[src/rtl/lfp_pkg.sv]
package lfp_pkg;
  typedef enum logic [1:0] {
    ST_IDLE = 2'd0,
    ST_REQ  = 2'd1,
    ST_XFER = 2'd2,
    ST_FREE = 2'd3
  } lfp_state_e;
endpackage

[src/rtl/lfp_sched_queue.sv]
module lfp_sched_queue #(
  parameter int DEPTH  = 4,
  parameter int BIDX_W = 3,
  parameter int LINE_W = 28,
  parameter int LINE_B = 16
) (
  input  logic                  clk,
  input  logic                  rst_n,
  input  logic                  in_valid,
  output logic                  in_ready,
  input  logic [BIDX_W-1:0]     in_buf,
  input  logic [LINE_W-1:0]     in_line,
  input  logic [LINE_B-1:0]     in_bv,
  input  logic [LINE_B*8-1:0]   in_data,
  input  logic                  pop,
  output logic                  hd_valid,
  output logic [BIDX_W-1:0]     hd_buf,
  output logic [LINE_W-1:0]     hd_line,
  output logic [LINE_B-1:0]     hd_bv,
  output logic [LINE_B*8-1:0]   hd_data
);
  localparam int PTR_W = (DEPTH > 1) ? $clog2(DEPTH) : 1;
  localparam int CNT_W = PTR_W + 1;

  logic [BIDX_W-1:0]   buf_q  [DEPTH];
  logic [LINE_W-1:0]   line_q [DEPTH];
  logic [LINE_B-1:0]   bv_q   [DEPTH];
  logic [LINE_B*8-1:0] data_q [DEPTH];
  logic [DEPTH-1:0]    occ;
  logic [PTR_W-1:0]    wr_ptr, rd_ptr;
  logic [CNT_W-1:0]    cnt;
  logic                dup, push;

  // a buffer index already waiting (or flushing) must not be queued twice
  always_comb begin
    dup = 1'b0;
    for (int i = 0; i < DEPTH; i++) begin
      if (occ[i] && (buf_q[i] == in_buf)) dup = 1'b1;
    end
  end

  assign in_ready = (cnt != CNT_W'(DEPTH));
  assign push     = in_valid && in_ready && !dup;

  always_ff @(posedge clk or negedge rst_n) begin
    if (!rst_n) begin
      wr_ptr <= '0;
      rd_ptr <= '0;
      cnt    <= '0;
      occ    <= '0;
    end else begin
      if (push) begin
        occ[wr_ptr] <= 1'b1;
        wr_ptr      <= (wr_ptr == PTR_W'(DEPTH - 1)) ? '0 : wr_ptr + 1'b1;
      end
      if (pop) begin
        occ[rd_ptr] <= 1'b0;
        rd_ptr      <= (rd_ptr == PTR_W'(DEPTH - 1)) ? '0 : rd_ptr + 1'b1;
      end
      cnt <= cnt + CNT_W'(push) - CNT_W'(pop);
    end
  end

  always_ff @(posedge clk) begin
    if (push) begin
      buf_q[wr_ptr]  <= in_buf;
      line_q[wr_ptr] <= in_line;
      bv_q[wr_ptr]   <= in_bv;
      data_q[wr_ptr] <= in_data;
    end
  end

  assign hd_valid = occ[rd_ptr];
  assign hd_buf   = buf_q[rd_ptr];
  assign hd_line  = line_q[rd_ptr];
  assign hd_bv    = bv_q[rd_ptr];
  assign hd_data  = data_q[rd_ptr];
endmodule

[src/rtl/lfp_dword_scan.sv]
module lfp_dword_scan #(
  parameter int LINE_DW = 4
) (
  input  logic [LINE_DW*4-1:0]         bv,
  output logic [$clog2(LINE_DW)-1:0]   lo,
  output logic [$clog2(LINE_DW)-1:0]   hi,
  output logic                         any,
  output logic                         multi
);
  localparam int DWI_W = $clog2(LINE_DW);

  logic [LINE_DW-1:0] has;

  for (genvar d = 0; d < LINE_DW; d++) begin : g_dw
    assign has[d] = |bv[d*4 +: 4];
  end

  always_comb begin
    lo = '0;
    for (int d = LINE_DW - 1; d >= 0; d--) begin
      if (has[d]) lo = DWI_W'(d);
    end
    hi = '0;
    for (int d = 0; d < LINE_DW; d++) begin
      if (has[d]) hi = DWI_W'(d);
    end
  end

  assign any   = |has;
  assign multi = ($countones(has) > 1);
endmodule

[src/rtl/lfp_burst_engine.sv]
module lfp_burst_engine
  import lfp_pkg::*;
#(
  parameter int ADDR_W  = 32,
  parameter int BIDX_W  = 3,
  parameter int LINE_DW = 4
) (
  input  logic                              clk,
  input  logic                              rst_n,
  input  logic                              hd_valid,
  input  logic [BIDX_W-1:0]                 hd_buf,
  input  logic [ADDR_W-$clog2(LINE_DW)-3:0] hd_line,
  input  logic [LINE_DW*4-1:0]              hd_bv,
  input  logic [LINE_DW*32-1:0]             hd_data,
  input  logic [$clog2(LINE_DW)-1:0]        line_lo,
  input  logic [$clog2(LINE_DW)-1:0]        line_hi,
  input  logic                              line_any,
  input  logic                              line_multi,
  output logic                              pop,
  output logic                              bus_req,
  input  logic                              bus_gnt,
  output logic                              ph_valid,
  input  logic                              ph_ready,
  output logic [ADDR_W-1:0]                 ph_addr,
  output logic [31:0]                       ph_data,
  output logic [3:0]                        ph_be,
  output logic                              ph_last,
  output logic                              ph_burst,
  output logic                              free_valid,
  output logic [BIDX_W-1:0]                 free_buf
);
  localparam int DWI_W = $clog2(LINE_DW);

  lfp_state_e       state;
  logic [DWI_W-1:0] cur;

  always_ff @(posedge clk or negedge rst_n) begin
    if (!rst_n) begin
      state <= ST_IDLE;
      cur   <= '0;
    end else begin
      case (state)
        ST_IDLE: if (hd_valid) begin
          if (line_any) begin
            state <= ST_REQ;
            cur   <= line_lo;
          end else begin
            state <= ST_FREE;
          end
        end
        ST_REQ:  if (bus_gnt) state <= ST_XFER;
        ST_XFER: if (ph_ready) begin
          if (cur == line_hi) state <= ST_FREE;
          else                cur   <= cur + 1'b1;
        end
        default: state <= ST_IDLE;
      endcase
    end
  end

  assign bus_req    = (state == ST_REQ) || (state == ST_XFER);
  assign ph_valid   = (state == ST_XFER);
  assign ph_addr    = {hd_line, cur, 2'b00};
  assign ph_data    = hd_data[cur*32 +: 32];
  assign ph_be      = hd_bv[cur*4 +: 4];
  assign ph_last    = (cur == line_hi);
  assign ph_burst   = line_multi;
  assign free_valid = (state == ST_FREE);
  assign free_buf   = hd_buf;
  assign pop        = (state == ST_FREE);
endmodule

[src/rtl/line_flush_packetizer.sv]
module line_flush_packetizer #(
  parameter int ADDR_W  = 32,
  parameter int NUM_BUF = 8,
  parameter int LINE_DW = 4,
  parameter int QDEPTH  = 4
) (
  input  logic                                      clk,
  input  logic                                      rst_n,
  input  logic                                      sched_valid,
  output logic                                      sched_ready,
  input  logic [$clog2(NUM_BUF)-1:0]                sched_buf,
  input  logic [ADDR_W-$clog2(LINE_DW)-3:0]         sched_line,
  input  logic [LINE_DW*4-1:0]                      sched_bvalid,
  input  logic [LINE_DW*32-1:0]                     sched_data,
  output logic                                      bus_req,
  input  logic                                      bus_gnt,
  output logic                                      ph_valid,
  input  logic                                      ph_ready,
  output logic [ADDR_W-1:0]                         ph_addr,
  output logic [31:0]                               ph_data,
  output logic [3:0]                                ph_be,
  output logic                                      ph_last,
  output logic                                      ph_burst,
  output logic                                      free_valid,
  output logic [$clog2(NUM_BUF)-1:0]                free_buf
);
  localparam int BIDX_W = $clog2(NUM_BUF);
  localparam int DWI_W  = $clog2(LINE_DW);
  localparam int LINE_W = ADDR_W - DWI_W - 2;
  localparam int LINE_B = LINE_DW * 4;

  logic                hd_valid, pop;
  logic [BIDX_W-1:0]   hd_buf;
  logic [LINE_W-1:0]   hd_line;
  logic [LINE_B-1:0]   hd_bv;
  logic [LINE_B*8-1:0] hd_data;
  logic [DWI_W-1:0]    lo, hi;
  logic                any_v, multi_v;

  lfp_sched_queue #(
    .DEPTH(QDEPTH), .BIDX_W(BIDX_W), .LINE_W(LINE_W), .LINE_B(LINE_B)
  ) u_queue (
    .clk(clk), .rst_n(rst_n),
    .in_valid(sched_valid), .in_ready(sched_ready),
    .in_buf(sched_buf), .in_line(sched_line),
    .in_bv(sched_bvalid), .in_data(sched_data),
    .pop(pop), .hd_valid(hd_valid), .hd_buf(hd_buf),
    .hd_line(hd_line), .hd_bv(hd_bv), .hd_data(hd_data)
  );

  lfp_dword_scan #(.LINE_DW(LINE_DW)) u_scan (
    .bv(hd_bv), .lo(lo), .hi(hi), .any(any_v), .multi(multi_v)
  );

  lfp_burst_engine #(
    .ADDR_W(ADDR_W), .BIDX_W(BIDX_W), .LINE_DW(LINE_DW)
  ) u_engine (
    .clk(clk), .rst_n(rst_n),
    .hd_valid(hd_valid), .hd_buf(hd_buf), .hd_line(hd_line),
    .hd_bv(hd_bv), .hd_data(hd_data),
    .line_lo(lo), .line_hi(hi), .line_any(any_v), .line_multi(multi_v),
    .pop(pop), .bus_req(bus_req), .bus_gnt(bus_gnt),
    .ph_valid(ph_valid), .ph_ready(ph_ready), .ph_addr(ph_addr),
    .ph_data(ph_data), .ph_be(ph_be), .ph_last(ph_last), .ph_burst(ph_burst),
    .free_valid(free_valid), .free_buf(free_buf)
  );
endmodule

[config.mk]
export PLATFORM = sky130hd
export DESIGN_NAME = line_flush_packetizer
export DESIGN_NICKNAME = d
export VERILOG_FILES = /design/src/rtl/lfp_pkg.sv /design/src/rtl/lfp_sched_queue.sv /design/src/rtl/lfp_dword_scan.sv /design/src/rtl/lfp_burst_engine.sv /design/src/rtl/line_flush_packetizer.sv
export SDC_FILE = /design/constraint.sdc
export NUM_CORES = 1
export LEC_CHECK = 0
export CORE_MARGIN = 5
export CORE_UTILIZATION = 50
export CTS_CLUSTER_DIAMETER = 200
export DETAILED_ROUTE_END_ITERATION = 8
export PLACE_DENSITY = 0.71
export SLEW_MARGIN = 15
export SYNTH_ARGS = -nofsm -noshare
export SYNTH_HDL_FRONTEND = slang
export SYNTH_HIERARCHICAL = 1
export SYNTH_SLANG_ARGS = --single-unit
[constraint.sdc]
create_clock -name clk -period 4.8 [get_ports clk]
set_clock_uncertainty 0.15 [all_clocks]
set_input_delay 0.96 -clock clk [delete_from_list [all_inputs] [get_ports clk]]
set_output_delay 0.96 -clock clk [all_outputs]
set_load 0.01 [all_outputs]
Word-level counts from Yosys, hierarchy flattened:

Memory sizes are Yosys's and may differ from the RTL's.
Index checks and enable logic that the tools add are counted.

* input bits: 180
* memories kept: 4
* word-level logic and storage cells: 98
* register bits: 15
* output and inout port bits: 77
* memory bits (writable): 700

* bitwise logic cells: 3
* equality and inequality tests: 17
* reduce and logical (&&, ||, !) cells: 19
* add/subtract/negate cells: 8
* shift operators: 2
* $lt $le $gt $ge: 5
* muxes and demuxes: 34

Memories
* u_queue.data_q: words 4, bits a word 128, read ports 1, clocked after Yosys merged registers in 0, wr ports 1, line lfp_sched_queue.sv:28 `logic [LINE_B*8-1:0] data_q [DEPTH];`
* u_queue.line_q: words 4, bits a word 28, read ports 1, clocked after Yosys merged registers in 0, wr ports 1, line lfp_sched_queue.sv:26 `logic [LINE_W-1:0] line_q [DEPTH];`
* u_queue.bv_q: words 4, bits a word 16, read ports 1, clocked after Yosys merged registers in 0, wr ports 1, line lfp_sched_queue.sv:27 `logic [LINE_B-1:0] bv_q [DEPTH];`
* u_queue.buf_q: words 4, bits a word 3, read ports 5, clocked after Yosys merged registers in 0, wr ports 1, line lfp_sched_queue.sv:25 `logic [BIDX_W-1:0] buf_q [DEPTH];`

Operators with widths (number)
* $shiftx 128x8->32: 1
* $mux 2: 17
* $add 32x32->32: 1
* $gt 32x2->1 const B: 1
* $reduce_or 16->1: 1
* $reduce_or 4->1: 4
* $shiftx 16x5->4: 1
* $eq 3x3->1: 4
* $mux 1: 10
* $eq 2x2->1 const B: 4
* $logic_and 1x1->1: 8
* $mux 4: 2
* $ne 2x2->1 const B: 4
* $add 2x1->2 const B: 3
* $lt 2x3->1 const B: 2
* $pmux 2 s3: 1
* $reduce_and 5->1: 1
* $add 1x1->2: 2
* $and 4x4->4: 1
* $demux 1 s2: 2
* $ge 2x1->1 const B: 2
* $ne 2x1->1 const B: 2
* $not 4->4: 1
* $or 4x4->4: 1
* 12 further kinds: 12

Longest topological paths before layout:

Gate-level depths: netlist of run 1.
An unclocked memory read counts as a cell.

* depth in word-level cells: 12
* gate-level depth with buffers: 14
* gate-level depth less buffers: 12

Modules after synthesis:

The synthesis of run 1 kept the hierarchy.

Modules (own cells, without submodules)
* lfp_sched_queue: area each 26078.8 µm², cells an instance 998, times used 1, sequential area each 21295.4 µm²
* lfp_burst_engine: area each 1547.7 µm², cells an instance 122, times used 1, sequential area each 100.1 µm²
* lfp_dword_scan: area each 145.1 µm², cells an instance 19, times used 1, sequential area each 0.0 µm²

Least setup slack after synthesis of run 1:

OpenSTA, ideal clock, no wires.

* path type: input -> register
* start point: in sched_buf[0]
* end point: mem u_queue.buf_q[0][0] (enable)
* stages: 7
* required time: 4190 ps
* setup slack: 382 ps
* library setup time: 460 ps
* buffers on the path: 2
* arrival: 3808 ps
* cell sequence: buf_4 -> xnor2_1 -> nand4_1 -> nand3_1 -> nor2_2 -> buf_6 -> and2_2

* word-level cells in the longest chain between the ends: 10
* elaborated cells on any way between the ends: 16
* classes of those cells: eq/ne: 4; mux: 6; reduce/logical: 6

Ends and longest elaborated chain
* from (decl): line line_flush_packetizer.sv:11 `input logic [$clog2(NUM_BUF)-1:0] sched_buf,`
* $eq 3x3->1: line lfp_sched_queue.sv:38 `if (occ[i] && (buf_q[i] == in_buf)) dup = 1'b1;`
* $logic_and 1x1->1: line lfp_sched_queue.sv:38
* $mux 1 (3 in series): line lfp_sched_queue.sv:38
* $mux 1 (*): line lfp_sched_queue.sv:38
* $logic_not 1->1 (*): line lfp_sched_queue.sv:43 `assign push = in_valid && in_ready && !dup;`
* $logic_and 1x1->1 (*): line lfp_sched_queue.sv:43
* $mux 1 (*): line lfp_sched_queue.sv:65 `if (push) begin`
* $mux 1 (not written as such) (*): line lfp_sched_queue.sv:66 `buf_q[wr_ptr] <= in_buf;`
* to (decl): line lfp_sched_queue.sv:25

Every way passes the cells marked *; elsewhere a longest branch is shown, timed or not.

Worst setup path in the final report of run 1:

* start point: reg u_queue.rd_ptr[0]
* end point: out ph_burst

* word-level cells in the longest chain between the ends: 5
* elaborated cells on any way between the ends: 9
* classes of those cells: add/sub: 3; order compare: 1; reduce/logical: 4; memory: 1

Ends and longest elaborated chain
* from (decl): line lfp_sched_queue.sv:30 `logic [PTR_W-1:0] wr_ptr, rd_ptr;`
* from (signal assigned): line lfp_sched_queue.sv:58 `rd_ptr <= (rd_ptr == PTR_W'(DEPTH - 1)) ? '0 : rd_ptr + 1'b1;`
* $mem_v2 4x16
* net hd_bv[12]: line line_flush_packetizer.sv:35 `logic [LINE_B-1:0] hd_bv;`
* $reduce_or 4->1: line lfp_dword_scan.sv:15 `assign has[d] = |bv[d*4 +: 4];`
* $add 1x1->2 (not written as such): line lfp_dword_scan.sv:30 `assign multi = ($countones(has) > 1);`
* $add 32x32->32 (not written as such): line lfp_dword_scan.sv:30
* $gt 32x2->1: line lfp_dword_scan.sv:30
* to (decl): line line_flush_packetizer.sv:23 `output logic ph_burst,`

The timed path passes the listed nets, and every way through them passes these cells.

==> results by group, run 1 <==
Status
  • Status: complete, no violations

Layout
  • Area added between synthesis and finish: 20.6%
  • Filler cells: 3834
  • Final cell count without fillers: 2226
  • Final net count: 1619
  • Share of cells above drive strength 1: 24.5%

Clocking
  • Clock latency on the worst-skew pair: 0.59 ns
  • Cell at the root of the clock tree: sky130_fd_sc_hd__clkbuf_16
  • TritonCTS clock tree: done
  • Number of H-tree levels: 3
  • Clock buffers created by TritonCTS: 73
  • Clock sink count: 715
  • Max clock buf depth: 3
  • Clock slew seen by the registers of the worst setup and hold paths: 0.06 ns

Global route
  • Via count of the first global-routing pass: 13300
  • Maximum number of pins on one net before global-route repair: 84
  • First-pass GRT wire length: 83.1 mm
  • Initial antenna violation count: 7
  • GR Overflow Total: 0
  • GRT Util Overall: 18.2%

Setup path
  • Crit path required time: 3.69 ns
  • Arrival time at the worst endpoint: 3.49 ns
  • Capturing element type of the critical path: primary output
  • Worst path max stage delay: 0.54 ns
  • Most frequent cell on the critical path: sky130_fd_sc_hd__ha_1
  • Startpoint-to-endpoint class of the critical path: reg2out
  • Path depth of the worst reg2reg path: 10
  • Crit path cell chain: buf_12 > mux4_2 > nor4_1 > buf_4 > ha_1 > ha_1 > a211o_1 > clkdlybuf4s50_1
  • Reg-to-reg endpoint: u_engine/state[0]$_DFFE_PN0P_
  • Kind of launch point of the worst setup path: flip-flop
  • Crit-path slowest cell: sky130_fd_sc_hd__mux4_2
  • Launch instance of the worst register-to-register path: u_queue/rd_ptr[0]$_DFFE_PN0P_
  • Highest fanout seen on the critical path: 8
  • Reg2Reg Setup Slack: 1.87 ns

Min path
  • Min-delay worst type: reg2reg
  • Hold path cells: 1
  • Min-delay src: u_queue/cnt[0]$_DFF_PN0_
  • Terminating pin of the worst hold path: u_queue/cnt[0]$_DFF_PN0_

Timing
  • Final worst setup slack: 0.202 ns
  • Final setup violation count: 0
  • Part of the cycle the worst path needs: 95.8%
  • Relative max-transition margin: 46.1%
  • RSZ-0062 raised after global routing: no
  • Actual transition at the worst max-transition pin: 0.805 ns
  • Slew Viols, Final: 0
  • Highest Clock Rate: 217 MHz
  • Final number of hold-violating endpoints: 0
  • Clock period minus final worst setup slack: 4.60 ns
  • Setup TNS: 0 ns

Routing
  • DRT Pass-1 Iters: 5
  • Via count: 12200
  • Via density: 5.50
  • Detail-routed net length per standard cell: 24.5 microns
  • DRC: 0
  • Initial drt markers: 875
  • Number of routed nets with antenna violations: 0
  • Routed Wire Length: 54.4 mm

Synth
  • Cell count after synthesis: 1139
  • Warnings, synthesis: 6
  • Distinct cell type count of the synthesized netlist: 43
  • Post-synthesis register bit count: 715
  • Part of the Yosys area used for sequential elements: 77.0%
  • Combined area of all synthesized cells: 27800 sq um
  • Mapped Avg Cell Area: 24.4 sq um

Die
  • Number of core rows: 86
  • Die ar.: 60400 sq um
  • Die height: 246 microns
  • Starting utilization of the core area: 50.4%
  • Placeable core region: 55100 sq um
  • Die width: 246 microns
  • Boundary Pins: 257

Power
  • Lkg Pwr: 10.7 nW
  • Worst VDD drop: 0.388 mV
  • Power density normalized to cell area: 610 nW/um^2

Placed design
  • Instance count after placement with tap cells included: 2088
  • Routability Congestion: 0.808
  • Post-placement setup slack: 0.411 ns
  • Estimated wirelength of the detail-placed design: 32.8 mm
  • Count of buffers from port buffering: 254

Run
  • Reported max-cap violation count: 0
## synth_stat cells (all sizes together)
cell type,count,area (sq um)
nor4,5,31.3
nand2,4,15.0
edfxtp,700,21000
a2111oi,1,15.0
or4,1,11.3
inv,20,75.1
a21oi,8,40.0
mux2i,3,30.0
xnor2,16,140
o21ai,5,25.0
a211o,1,8.76
o21a,5,37.5
and2,5,36.3
fa,1,20.0
mux4,212,4790
a21o,1,7.51
a21boi,1,7.51
a221oi,1,8.76
nand2b,1,6.26
dfrtp,15,375
nor3,1,5.00
conb,1,3.75
o221ai,1,8.76
o22ai,1,6.26
o32ai,1,8.76
nand4,4,25.0
ha,20,250
mux2,2,26.3
or3,1,6.26
nand3,4,20.0
nor2,8,32.5
clkbuf,5,18.8
buf,84,656
## stage by stage
| stage | power [mW] | hold WS (ns) | utilization [%] | area [sq um] |
|---|---|---|---|---|
| after global placement | 15.0 | 0.338 | 56.4 | 31100 |
| after global routing | 21.4 | 0.400 | 60.8 | 33500 |
| after CTS | 20.7 | 0.374 | 60.7 | 33400 |
| after floorplan | 13.0 | 0.329 | - | 27800 |
| final | 20.4 | 0.372 | 60.8 | 33500 |
| after detailed placement | 15.1 | 0.361 | 56.4 | 31100 |
## placed cells by master, fill, tap and decap left out, types with 13 or more instances in the layout
cell type	Yosys	layout
sky130_fd_sc_hd__buf_4	40	17
sky130_fd_sc_hd__clkbuf_16	0	77
sky130_fd_sc_hd__ha_1	20	20
sky130_fd_sc_hd__clkinv_1	0	13
sky130_fd_sc_hd__inv_1	19	19
sky130_fd_sc_hd__buf_12	2	20
sky130_fd_sc_hd__clkdlybuf4s50_1	0	254
sky130_fd_sc_hd__xnor2_1	16	16
sky130_fd_sc_hd__clkbuf_1	5	19
sky130_fd_sc_hd__mux4_2	207	207
sky130_fd_sc_hd__edfxtp_1	700	700
## what timing repair did
action | 4_1_cts | 5_1_grt
hold endpoints to repair | 0 | 0
gates resized for setup | 1 | 3
hold buffers | 0 | 0
buffers inserted | 1 | 2
setup endpoints to repair | 2 | 2
pin swaps | 0 | 0
## routing by layer
metal / routed length (microns) / global-route usage, %
met1: 22600 / 25.1
met2: 27300 / 29.3
met3: 3670 / 5.03
met4: 806 / 4.73
met5: 48 / 0
## worst max-delay path: cells and delay by family, from the launching register on
family                     cells  cell delay, ns
AOI/OAI and AO/OA              1            0.27
buffers and inverters          3            0.82
DFF                            1            0.45
and+or+nand+nor                1            0.31
adders and majority gates      2            0.51
muxes                          1            0.54
## layout make-up
cell class | count | area, sq um | area share [%]
clock buffers | 101 | 2070 | 6.17
multi-input cells | 316 | 5650 | 16.9
flip-flops and latches | 715 | 21400 | 63.9
inverters | 20 | 75.1 | 0.224
clock inverters | 31 | 274 | 0.818
well taps | 748 | 936 | 2.79
diodes | 3 | 7.51 | 0.0224
repair buffers | 292 | 3090 | 9.21
## sequential cells by signal (all words and copies together) (netlist names)
register / cells
u_queue/cnt: 3
u_queue/occ: 4
u_queue/wr_ptr: 2
u_queue/line_q: 112
u_engine/cur: 2
u_queue/bv_q: 64
u_queue/data_q: 512
u_queue/buf_q: 12
u_queue/rd_ptr: 2
u_engine/state: 2
## cells by family after synthesis
| group | Yosys count | share of synthesized area [%] |
|---|---|---|
| compound gates | 26 | 0.626 |
| fa+ha+maj | 21 | 0.973 |
| flops | 715 | 77.0 |
| buf+inv | 109 | 2.70 |
| xor+xnor | 16 | 0.505 |
| simple gates | 34 | 0.680 |
| mux | 217 | 17.5 |
| other cells | 1 | 0.0135 |
## worst max-delay path by stage
stage                                    end  slack [ns]                           from
4_1_cts                             ph_burst        0.05  u_queue/rd_ptr[0]$_DFFE_PN0P_
6_report                            ph_burst        0.20  u_queue/rd_ptr[0]$_DFFE_PN0P_
5_1_grt                              ph_last        0.09  u_queue/rd_ptr[0]$_DFFE_PN0P_
2_1_floorplan  u_queue/buf_q[0][0]$_DFFE_PP_        0.38                   sched_buf[0]
3_3_place_gp                         ph_last        0.47  u_queue/rd_ptr[0]$_DFFE_PN0P_
3_5_place_dp                         ph_last        0.41  u_queue/rd_ptr[0]$_DFFE_PN0P_
## where the power goes
group	total [mW]	internal, mW	leakage (nW)	switching (mW)
registers	8.59	8.25	6.58	0.343
clock network	5.50	3.28	1.15	2.23
logic	6.33	3.33	2.98	2.99
total	20.4	14.9	10.7	5.56
Note: power is estimated with default switching activity, not from simulation.
==> run 2: changes to the inputs <==
CORE_MARGIN = not set   (was 5)
==> run 2 against run 1 <==
- count of clock-buffer cells in the layout down 5
- power down 1.1%
- via count up 0.55%
- die area down 6.4%
- final cell count down 0.36%
- utilization down 0.13 points
- non-clock buffer count down 4
==> results by group, run 2 (synthesis gave the netlist of run 1 again) <==
Timing
  • Highest Clock Rate: 216 MHz (-0.81%)
  • Final setup violation count: 0 (unchanged)
  • Slew Viols, Final: 0 (unchanged)
  • Part of the cycle the worst path needs: 96.6% (+0.78 points)
  • Setup TNS: 0 ns (unchanged)
  • RSZ-0062 raised after global routing: no
  • Actual transition at the worst max-transition pin: 0.772 ns (-0.0330 ns)
  • Final number of hold-violating endpoints: 0 (unchanged)
  • Worst Hold Margin: 0.372 ns (+0.000424 ns)
  • Relative max-transition margin: 48.3% (+2.2 points)
  • Clock period minus final worst setup slack: 4.64 ns (+0.0376 ns)

Placed design
  • Count of buffers from port buffering: 254 (unchanged)
  • Instance count after placement with tap cells included: 2081 (-0.34%)
  • Routability Congestion: 0.791 (-2.0%)
  • Estimated wirelength of the detail-placed design: 31.7 mm (-3.4%)
  • Instance area at placement: 31000 sq um (-0.25%)

Layout
  • Final net count: 1616 (-0.19%)
  • Max reg flops: 512 (unchanged)
  • Filler cells: 3798 (-0.94%)
  • Area added between synthesis and finish: 20.2%
  • Final non-filler cell area: 33400 sq um (-0.40%)
  • Biggest registers after layout: u_queue/data_q x512, u_queue/line_q x112, u_queue/bv_q x64
  • Most flop-heavy register: u_queue/data_q
  • Storage cell area: 21400 sq um (unchanged)
  • Commonest non-fill, non-tap cells in the layout: sky130_fd_sc_hd__edfxtp_1 (700), sky130_fd_sc_hd__clkdlybuf4s50_1 (254), sky130_fd_sc_hd__mux4_2 (207)
  • Final cell count without fillers: 2218 (-0.36%)
  • Combined area of the multi-input logic cells: 5660 sq um (+0.22%)
  • Share of cells above drive strength 1: 24.1% (-0.44 points)
  • Most frequent standard cell in the layout excluding fill and tap cells: sky130_fd_sc_hd__edfxtp_1

Die
  • Die width: 238 microns (-3.3%)
  • Boundary Pins: 257 (unchanged)
  • Die ar.: 56500 sq um (-6.4%)
  • Number of core rows: 86 (unchanged)
  • Starting utilization of the core area: 50.5% (+0.099 points)
  • Placeable core region: 55000 sq um (-0.20%)
  • Die height: 238 microns (-3.3%)

Global route
  • Met3 routing resource usage after global routing: 6.06% (+1.0 points)
  • Via count of the first global-routing pass: 13300 (-0.18%)
  • GRT Util Overall: 19.2% (+1.0 points)
  • Gr busiest metal: met2
  • Met1 usage in global routing: 26.1% (+0.91 points)
  • GR Overflow Total: 0 (unchanged)
  • First-pass GRT wire length: 80.7 mm (-2.9%)
  • Maximum number of pins on one net before global-route repair: 65 (-23%)
  • Met2 usage: 30.3% (+1.0 points)
  • Initial antenna violation count: 17 (+10)

Setup path
  • Combined buffer and inverter count along the critical path: 1 (-2)
  • Reg-to-reg endpoint: u_engine/cur[0]$_DFFE_PN0P_
  • Kind of launch point of the worst setup path: flip-flop
  • Crit-path slowest cell: sky130_fd_sc_hd__dfrtp_4
  • Capturing element type of the critical path: primary output
  • Launch instance of the worst register-to-register path: u_queue/rd_ptr[1]$_DFFE_PN0P_
  • Crit path required time: 3.69 ns (about the same)
  • Path depth of the worst reg2reg path: 7 (-3)
  • Crit path cell chain: mux4_2 > nor4_4 > ha_1 > ha_1 > a211o_1 > clkdlybuf4s50_1
  • Highest fanout seen on the critical path: 31 (+23)
  • Most frequent cell on the critical path: sky130_fd_sc_hd__ha_1
  • Worst path max stage delay: 0.73 ns (+0.19 ns)
  • Startpoint-to-endpoint class of the critical path: reg2out
  • Reg2Reg Setup Slack: 1.61 ns (-0.26 ns)
  • Delay-heaviest family, CP: flip-flops
  • Arrival time at the worst endpoint: 3.53 ns (+0.04 ns)

Power
  • Design Power: 20.2 mW (-1.1%)
  • Lkg Pwr: 10.6 nW (-0.66%)
  • Power density normalized to cell area: 605 nW/um^2 (-0.73%)
  • Worst VDD drop: 0.384 mV (-0.96%)

Clocking
  • Clock buffers created by TritonCTS: 74 (+1.4%)
  • Clock sink count: 715 (unchanged)
  • Max clock buf depth: 3 (unchanged)
  • TritonCTS clock tree: done
  • Clock latency on the worst-skew pair: 0.59 ns (about the same)
  • Cell at the root of the clock tree: sky130_fd_sc_hd__clkbuf_16
  • Number of H-tree levels: 3 (unchanged)
  • Number of buffers inserted by hold repair at cts: 0 (unchanged)
  • Clock slew seen by the registers of the worst setup and hold paths: 0.06 ns (about the same)

Run
  • Reported max-cap violation count: 0 (unchanged)

Routing
  • Via count: 12300 (+0.55%)
  • Detail-routed net length per standard cell: 23.8 microns (-2.7%)
  • DRC: 0 (unchanged)
  • Number of routed nets with antenna violations: 0 (unchanged)
  • Via density: 5.55 (+0.91%)
  • DRT Pass-1 Iters: 7 (+2)
  • Initial drt markers: 734 (-16%)
  • Routed Wire Length: 52.8 mm (-3.1%)

Min path
  • Hold path cells: 1 (unchanged)
  • Terminating pin of the worst hold path: u_queue/cnt[0]$_DFF_PN0_
  • Min-delay src: u_queue/cnt[0]$_DFF_PN0_
  • Min-delay worst type: reg2reg

Status
  • Status: complete, no violations
[run 2: cell types whose count changed in the layout (fill, tap and decap cells not counted), sizes merged]
cell,before,now
bufinv,5,4
diode,3,1
clkinv,23,26
clkinvlp,1,2
buf,38,34
clkbuf,101,96
[run 2: how the worst max path moves through the flow]
stage,start,endpoint,slack (ns),depth (start not counted)
floorplan,sched_buf[0],u_queue/buf_q[0][0]$_DFFE_PP_,0.38,7
global placement,u_queue/rd_ptr[0]$_DFFE_PN0P_,ph_burst,0.44,6
detailed placement,u_queue/rd_ptr[0]$_DFFE_PN0P_,ph_last,0.33,6
CTS,u_queue/rd_ptr[0]$_DFFE_PN0P_,ph_burst,0.06,7
global route,u_queue/rd_ptr[1]$_DFFE_PN0P_,ph_burst,0.02,6
finish,u_queue/rd_ptr[1]$_DFFE_PN0P_,ph_burst,0.16,6
[run 2: final cells by class]
class / count / area share [%]
Antenna cell: 1 / 0.00750
Clock buffer: 96 / 5.98
Clock inverter: 34 / 0.821
Inverter: 20 / 0.225
Multi-Input combinational cell: 316 / 17.0
Sequential cell: 715 / 64.2
Tap cell: 748 / 2.80
Timing Repair Buffer: 288 / 9.03
[run 2: through the flow]
stage	utilization [%]	setup WS, ns
3_5_place_dp	56.4	0.328
2_1_floorplan	-	0.382
6_report	60.7	0.164
4_1_cts	60.6	0.0609
3_3_place_gp	56.4	0.444
5_1_grt	60.7	0.0216
[run 2: where the power goes]
part	internal (mW)	total, mW	switching [mW]
registers	8.25	8.65	0.401
clock network	3.14	5.35	2.21
logic	3.29	6.18	2.89
total	14.7	20.2	5.50
[run 2: layer usage]
metal,vias to the layer above,share of wire [%],wire length (microns)
met2,274,49,26100
met4,32,2.1,1090
met3,112,6.7,3510
li1,5371,-,-
met5,-,0.40,210
met1,6526,41,21900
[run 2: repair_timing]
action,CTS,global route
endpoints found under the setup margin,29,2
resized for setup,6,1
pin swaps,0,0
setup buffers,1,5
[run 2: worst reg2reg max path, stage by stage, from the launching register on]
cell	delay, ns
sky130_fd_sc_hd__dfrtp_4	0.73
sky130_fd_sc_hd__buf_4	0.53
sky130_fd_sc_hd__buf_4	0.51
sky130_fd_sc_hd__mux4_2	0.48
sky130_fd_sc_hd__nand2_1	0.12
sky130_fd_sc_hd__a21o_1	0.17
sky130_fd_sc_hd__a21boi_0	0.10
sky130_fd_sc_hd__a221oi_1	0.29
